File: config.mk
export PLATFORM = sky130hd
export DESIGN_NAME = sync_shift_port
export DESIGN_NICKNAME = d
export VERILOG_FILES = /design/src/rtl/ssp_pkg.sv /design/src/rtl/ssp_seq.sv /design/src/rtl/ssp_tx.sv /design/src/rtl/ssp_rx.sv /design/src/rtl/sync_shift_port.sv
export SDC_FILE = /design/constraint.sdc
export NUM_CORES = 1
export LEC_CHECK = 0
export BUFFER_PORTS_ARGS = -buffer_cell sky130_fd_sc_hd__clkbuf_2
export CAP_MARGIN = 5
export CORE_MARGIN = 1
export CORE_UTILIZATION = 35
export CTS_BUF_LIST = sky130_fd_sc_hd__clkbuf_2
export CTS_CLUSTER_SIZE = 24
export DETAILED_ROUTE_END_ITERATION = 16
export GPL_TIMING_DRIVEN = 1
export SLEW_MARGIN = 40
export SYNTH_ARGS = -nofsm -noshare
export SYNTH_HDL_FRONTEND = slang
export SYNTH_SLANG_ARGS = --single-unit
export TNS_END_PERCENT = 50
File: constraint.sdc
create_clock -name clk -period 2.26 [get_ports clk]
set_input_delay 0.339 -clock clk [delete_from_list [all_inputs] [get_ports clk]]
set_output_delay 0.339 -clock clk [all_outputs]
set_load 0.05 [all_outputs]
File: src/rtl/ssp_pkg.sv
package ssp_pkg;
  localparam int STATES = 6;
  localparam int PHASES = 2;
  localparam int SLOTS  = STATES * PHASES;
  localparam int CNT_W  = $clog2(SLOTS);

  function automatic int slot_of(input int st, input int ph);
    return (st - 1) * PHASES + (ph - 1);
  endfunction

  localparam int SL_S1P1 = slot_of(1, 1);
  localparam int SL_S3P1 = slot_of(3, 1);
  localparam int SL_S5P2 = slot_of(5, 2);
  localparam int SL_S6P1 = slot_of(6, 1);
  localparam int SL_S6P2 = slot_of(6, 2);

  typedef enum logic [2:0] {
    TX_IDLE, TX_HOLD, TX_GAP, TX_SEND, TX_LAST
  } tx_st_e;

  typedef enum logic [2:0] {
    RX_IDLE, RX_ARM, RX_LOAD, RX_RECV, RX_LAST
  } rx_st_e;
endpackage

File: src/rtl/ssp_seq.sv
module ssp_seq
  import ssp_pkg::*;
(
  input  logic             clk,
  input  logic             rst_n,
  output logic [CNT_W-1:0] slot,
  output logic             at_s1p1,
  output logic             at_s5p2,
  output logic             at_s6p2,
  output logic             clk_low
);
  localparam logic [CNT_W-1:0] LAST_SLOT = CNT_W'(SLOTS - 1);

  logic [CNT_W-1:0] slot_n;

  always_comb begin
    slot_n = (slot == LAST_SLOT) ? '0 : slot + 1'b1;
  end

  always_ff @(posedge clk or negedge rst_n) begin
    if (!rst_n) slot <= '0;
    else        slot <= slot_n;
  end

  assign at_s1p1 = (slot == CNT_W'(SL_S1P1));
  assign at_s5p2 = (slot == CNT_W'(SL_S5P2));
  assign at_s6p2 = (slot == CNT_W'(SL_S6P2));
  assign clk_low = (slot >= CNT_W'(SL_S3P1)) && (slot < CNT_W'(SL_S6P1));
endmodule

File: src/rtl/ssp_tx.sv
module ssp_tx
  import ssp_pkg::*;
#(
  parameter int DW = 8
) (
  input  logic          clk,
  input  logic          rst_n,
  input  logic          at_s1p1,
  input  logic          at_s6p2,
  input  logic          wr_take,
  input  logic [DW-1:0] wr_data,
  output logic          busy,
  output logic          drive,
  output logic          bit_out,
  output logic          done_set
);
  localparam logic [DW-1:0] MARK = DW'(1);

  tx_st_e        st, st_n;
  logic [DW:0]   sr, sr_n;
  logic [DW-1:0] hold, hold_n;
  logic          pend, pend_n;

  always_comb begin
    st_n     = st;
    sr_n     = sr;
    hold_n   = hold;
    pend_n   = pend;
    done_set = 1'b0;
    if (wr_take) begin
      pend_n = 1'b1;
      hold_n = wr_data;
    end
    case (st)
      TX_IDLE: if (pend && at_s6p2) begin
        sr_n   = {1'b1, hold};
        pend_n = 1'b0;
        st_n   = TX_HOLD;
      end
      TX_HOLD: if (at_s1p1) st_n = TX_GAP;
      TX_GAP:  if (at_s1p1) st_n = TX_SEND;
      TX_SEND: if (at_s6p2) begin
        sr_n = {1'b0, sr[DW:1]};
        if (sr[DW:1] == MARK) st_n = TX_LAST;
      end
      TX_LAST: if (at_s1p1) begin
        st_n     = TX_IDLE;
        done_set = 1'b1;
      end
      default: st_n = TX_IDLE;
    endcase
  end

  always_ff @(posedge clk or negedge rst_n) begin
    if (!rst_n) begin
      st   <= TX_IDLE;
      sr   <= '1;
      hold <= '0;
      pend <= 1'b0;
    end else begin
      st   <= st_n;
      sr   <= sr_n;
      hold <= hold_n;
      pend <= pend_n;
    end
  end

  assign busy    = pend || (st != TX_IDLE);
  assign drive   = (st == TX_SEND) || (st == TX_LAST);
  assign bit_out = sr[0];
endmodule

File: src/rtl/ssp_rx.sv
module ssp_rx
  import ssp_pkg::*;
#(
  parameter int DW = 8
) (
  input  logic          clk,
  input  logic          rst_n,
  input  logic          at_s1p1,
  input  logic          at_s5p2,
  input  logic          at_s6p2,
  input  logic          start_ok,
  input  logic          din,
  output logic          busy,
  output logic          active,
  output logic [DW-1:0] byte_q,
  output logic          done_set
);
  localparam logic [DW-1:0] SEED = {{(DW-1){1'b1}}, 1'b0};

  rx_st_e        st, st_n;
  logic [DW-1:0] sr, sr_n, byte_n, shifted;
  logic          smp, smp_n;

  always_comb begin
    shifted = {sr[DW-2:0], smp};
  end

  always_comb begin
    st_n     = st;
    sr_n     = sr;
    smp_n    = smp;
    byte_n   = byte_q;
    done_set = 1'b0;
    case (st)
      RX_IDLE: if (start_ok && at_s6p2) st_n = RX_ARM;
      RX_ARM:  if (at_s6p2) begin
        sr_n = SEED;
        st_n = RX_LOAD;
      end
      RX_LOAD: if (at_s1p1) st_n = RX_RECV;
      RX_RECV: begin
        if (at_s5p2) smp_n = din;
        if (at_s6p2) begin
          sr_n = shifted;
          if (!sr[DW-1]) begin
            st_n = RX_LAST;
            for (int i = 0; i < DW; i++) byte_n[i] = shifted[DW-1-i];
          end
        end
      end
      RX_LAST: if (at_s1p1) begin
        st_n     = RX_IDLE;
        done_set = 1'b1;
      end
      default: st_n = RX_IDLE;
    endcase
  end

  always_ff @(posedge clk or negedge rst_n) begin
    if (!rst_n) begin
      st     <= RX_IDLE;
      sr     <= '1;
      smp    <= 1'b1;
      byte_q <= '0;
    end else begin
      st     <= st_n;
      sr     <= sr_n;
      smp    <= smp_n;
      byte_q <= byte_n;
    end
  end

  assign busy   = (st != RX_IDLE);
  assign active = (st == RX_RECV) || (st == RX_LAST);
endmodule

File: src/rtl/sync_shift_port.sv
module sync_shift_port
  import ssp_pkg::*;
#(
  parameter int DATA_W = 8
) (
  input  logic              clk,
  input  logic              rst_n,
  input  logic              buf_wr,
  input  logic [DATA_W-1:0] buf_wdata,
  input  logic              rx_en,
  input  logic              tx_clr,
  input  logic              rx_clr,
  input  logic              ser_din,
  output logic              ser_dout,
  output logic              ser_doe,
  output logic              shift_clk,
  output logic [DATA_W-1:0] rx_byte,
  output logic              tx_done,
  output logic              rx_done
);
  logic [1:0]       rst_sync;
  logic             rst_core_n;
  logic [CNT_W-1:0] slot_cnt;
  logic             at_s1p1, at_s5p2, at_s6p2, clk_low;
  logic             tx_busy, tx_drive, tx_bit, tx_set;
  logic             rx_busy, rx_active, rx_set;
  logic             wr_take, start_ok;
  logic             tx_done_n, rx_done_n;

  always_ff @(posedge clk or negedge rst_n) begin
    if (!rst_n) rst_sync <= 2'b00;
    else        rst_sync <= {rst_sync[0], 1'b1};
  end
  assign rst_core_n = rst_sync[1];

  ssp_seq u_seq (
    .clk(clk), .rst_n(rst_core_n), .slot(slot_cnt),
    .at_s1p1(at_s1p1), .at_s5p2(at_s5p2), .at_s6p2(at_s6p2), .clk_low(clk_low)
  );

  assign wr_take  = buf_wr && !tx_busy && !rx_busy;
  assign start_ok = rx_en && !rx_done && !tx_busy && !buf_wr;

  ssp_tx #(.DW(DATA_W)) u_tx (
    .clk(clk), .rst_n(rst_core_n), .at_s1p1(at_s1p1), .at_s6p2(at_s6p2),
    .wr_take(wr_take), .wr_data(buf_wdata), .busy(tx_busy),
    .drive(tx_drive), .bit_out(tx_bit), .done_set(tx_set)
  );

  ssp_rx #(.DW(DATA_W)) u_rx (
    .clk(clk), .rst_n(rst_core_n), .at_s1p1(at_s1p1), .at_s5p2(at_s5p2),
    .at_s6p2(at_s6p2), .start_ok(start_ok), .din(ser_din), .busy(rx_busy),
    .active(rx_active), .byte_q(rx_byte), .done_set(rx_set)
  );

  always_comb begin
    tx_done_n = tx_set ? 1'b1 : (tx_clr ? 1'b0 : tx_done);
    rx_done_n = rx_set ? 1'b1 : (rx_clr ? 1'b0 : rx_done);
  end

  always_ff @(posedge clk or negedge rst_core_n) begin
    if (!rst_core_n) begin
      tx_done <= 1'b0;
      rx_done <= 1'b0;
    end else begin
      tx_done <= tx_done_n;
      rx_done <= rx_done_n;
    end
  end

  assign ser_doe   = tx_drive;
  assign ser_dout  = tx_drive ? tx_bit : 1'b1;
  assign shift_clk = !((tx_drive || rx_active) && clk_low);
endmodule

==> results.yml <==
synth:
  synth_area_per_cell_sq_um: 12.9
  synth_top_area_share_pct: 34.1
  syn_area_sq_um: 2270
  synth_cells: 177
  synth_edf_count: 0
  synth_nets: 195
  synthTopCellsByCount: "mux2_2, dfrtp_1, dfstp_2"
  synth_area_leaders: "dfrtp_1, dfstp_2, mux2_2, nand2b_1, ha_1"
  synth-async-reset-ratio_pct: 100
  synth_area_leader_cell: "dfrtp_1"
  ys_seq_area_share_pct: 54.9
  synth_ff_type: "dfrtp_1"
  yosysWarningCount: 0
  ys_ff_latch: 49
  yosysMostFrequentCell: "mux2_2"
  ys_types: 38
clock_network:
  cts-htree-levels: 2
  cts_root_buffer: "clkbuf_2"
  insertion_delay_ns: 0.42
  clockBufferDepth: 2
  cts_buffers: 5
  clkSinkCount: 49
  clkTransAtPathRegs_ns: 0.25
  cts_tree: "done"
setup_path:
  reg2reg_slack_ns: 0.34
  setup.worst_path.end_class: "primary output"
  timing.rr.end: "u_tx.sr[0]"
  crit_cells: 4
  r2r_cells: 4
  worstPathRequired_ns: 1.92
  slowest_delay_ns: 0.56
  start_kind: "register"
  crit_end: "shift_clk"
  cp-startpoint: "u_rx.st[1]"
  crit_arrival_ns: 1.78
  critPathKind: "register to primary output"
  worst_r2r_startpoint: "u_tx.st[1]"
  critPathSlowestCell: "dfrtp_2"
  worstPathMaxFanout: 14
  crit_family: "flip-flops"
  path_cells: "and3b_1 > a21o_1 > o21ai_4 > buf_2"
  worst-path-buf-inv: 1
power_and_ir_drop:
  power_density_nw_per_um2: 527
  power_mw: 1.39
  peakVddDrop_v: 0.000263
  combPwrFrac_pct: 2.4
  pwr-share-clk_pct: 33.2
  p_int_mw: 1.09
  pwr-share-seq_pct: 64.4
  sw_frac_of_total_pct: 21.9
  p_leak_nw: 1.17
  switchingPower_mw: 0.305
status:
  status: "finished, final reports clean"
drt:
  wire_per_inst_um: 13.9
  drc: 0
  avgViaCountPerCell: 4.99
  antenna_left: 0
  dr.pass1.iters: 4
  drtIter0Drc: 44
  vias: 1448
  routed_wl_mm: 4.04
die:
  core_area_sq_um: 6310
  die_y_um: 82.6
  start_util_pct: 36.0
  die_w_um: 82.6
  io_pins: 28
  rows: 29
  die_area_sq_um: 6830
timing:
  finalCritPeriodShare_pct: 94.0
  hold_viol: 0
  final-max-slew-violation-count: 0
  fmax_mhz: 471
  min_period_ns: 2.12
  fin_worst_skew_ns: 0.0104
  tns_ns: 0
  fin_hold_ws_ns: 0.0954
  setup_viol: 0
  rsz0062_at_grt: "no"
finish:
  filler_cell_count: 612
  area_growth_pct: 16.3
  layout-drive-gt1-share_pct: 54.5
  final_cell_area_sq_um: 2650
  final-seq-area_sq_um: 1260
  antenna_cells: 0
  multi_input_area_sq_um: 981
  nets: 230
global_routing:
  grt_max_degree: 29
  grt_antenna_before_repair: 0
  grt_pass1_wl_mm: 6.81
  grt_pass1_vias: 1459
  grt-ovfl-total: 0
  grtUsageTotal_pct: 13.6
placed_design:
  place_hpwl_mm: 2.83
  io_buffer_count: 27
  placed_cell_area_sq_um: 2530
  gp_congestion: 0.794
worst_hold_path:
  holdPathStages: 2
  hold_class: "input port to register"
flow_run:
  maxCapViolCount: 0
stage by stage:
step                      worst slack, ns  util [%]  cells
after floorplan                  -0.00694         -    177
after global placement              0.390      40.1    278
after detailed placement            0.367      40.1    278
after CTS                        0.000899      41.8    290
after global routing               0.0207      41.9    290
final                               0.137      41.9    290
cells in the final DEF (no fill, tap or decap), drive strengths merged, types with 2 or more instances in the layout:
cell type / netlist / final
a211oi: 3 / 3
a21oi: 4 / 4
and3b: 2 / 2
buf: 4 / 10
clkbuf: 5 / 31
dfrtp: 31 / 31
dfstp: 18 / 18
ha: 3 / 3
inv: 5 / 5
mux2: 41 / 41
nand2: 6 / 6
nand2b: 10 / 10
nand3: 2 / 2
nand3b: 3 / 3
nand4b: 2 / 2
nor2: 5 / 5
nor3: 2 / 2
nor3b: 4 / 4
nor4b: 2 / 2
o21ai: 5 / 5
o22ai: 4 / 4
o31ai: 2 / 2
or3b: 3 / 3
how the worst min path moves through the flow:
stage	from	to
2_1_floorplan	rst_n	rst_sync[0]
3_3_place_gp	rst_n	rst_sync[0]
3_5_place_dp	rst_n	rst_sync[0]
4_1_cts	tx_clr	tx_done
5_1_grt	rx_clr	rx_done
6_report	rx_clr	rx_done
worst reg2reg max path, delay by kind of cell, from the launching register on:
family          cells  cell delay, ns
flops               1            0.45
simple gates        1            0.41
compound gates      1            0.47
mux                 1            0.39
buf+inv             1            0.16
sequential cells by signal, indices dropped and copies added (netlist names):
signal       count
u_rx.sr          8
rx_done          1
tx_done          1
rst_sync         2
u_tx.hold        8
u_tx.sr          9
u_tx.pend        1
u_tx.st          3
u_seq.slot       4
u_rx.smp         1
u_rx.byte_q      8
u_rx.st          3
repair_timing:
action | CTS | global route
endpoints found under the setup margin | 3 | 3
resized for setup | 4 | 6
buffers inserted | 3 | 0
hold buffers | 1 | 0
endpoints found under the hold margin | 2 | 0
kinds of logic (layout without fill, tap and decap cells):
kind of cell    after synthesis  in the layout  share of synthesized area [%]
compound gates               23             23                           7.26
xor+xnor                      1              1                          0.385
fa+ha+maj                     3              3                           1.65
buf+inv                      14             50                           2.81
flops                        49             49                           54.9
mux                          41             41                           20.3
other cells                   1              1                          0.165
simple gates                 45             45                           12.5
metal layers:
metal,track usage (%),share of wire [%],vias up
met4,6.55,1.6,0
met5,0,0,-
li1,-,-,702
met2,20.9,46,27
met3,3.74,3.6,7
met1,17.8,48,712
power by group through the flow:
stage / combinational, mW / sequential [mW] / clock, mW
finish: 0.0336 / 0.898 / 0.462
global route: 0.0387 / 0.902 / 0.523
CTS: 0.0348 / 0.900 / 0.486
detailed placement: 0.0335 / 0.912 / 0
global placement: 0.0330 / 0.912 / 0
floorplan: 0.00649 / 0.915 / 0
cell type report:
type | instances | share of cell area, %
clock inverters | 3 | 1.56
inverters | 5 | 0.709
well taps | 77 | 3.64
flip-flops and latches | 49 | 47.5
repair buffers | 37 | 8.61
clock buffers | 5 | 0.946
multi-input cells | 114 | 37.1
Note: power is estimated with default switching activity, not from simulation.
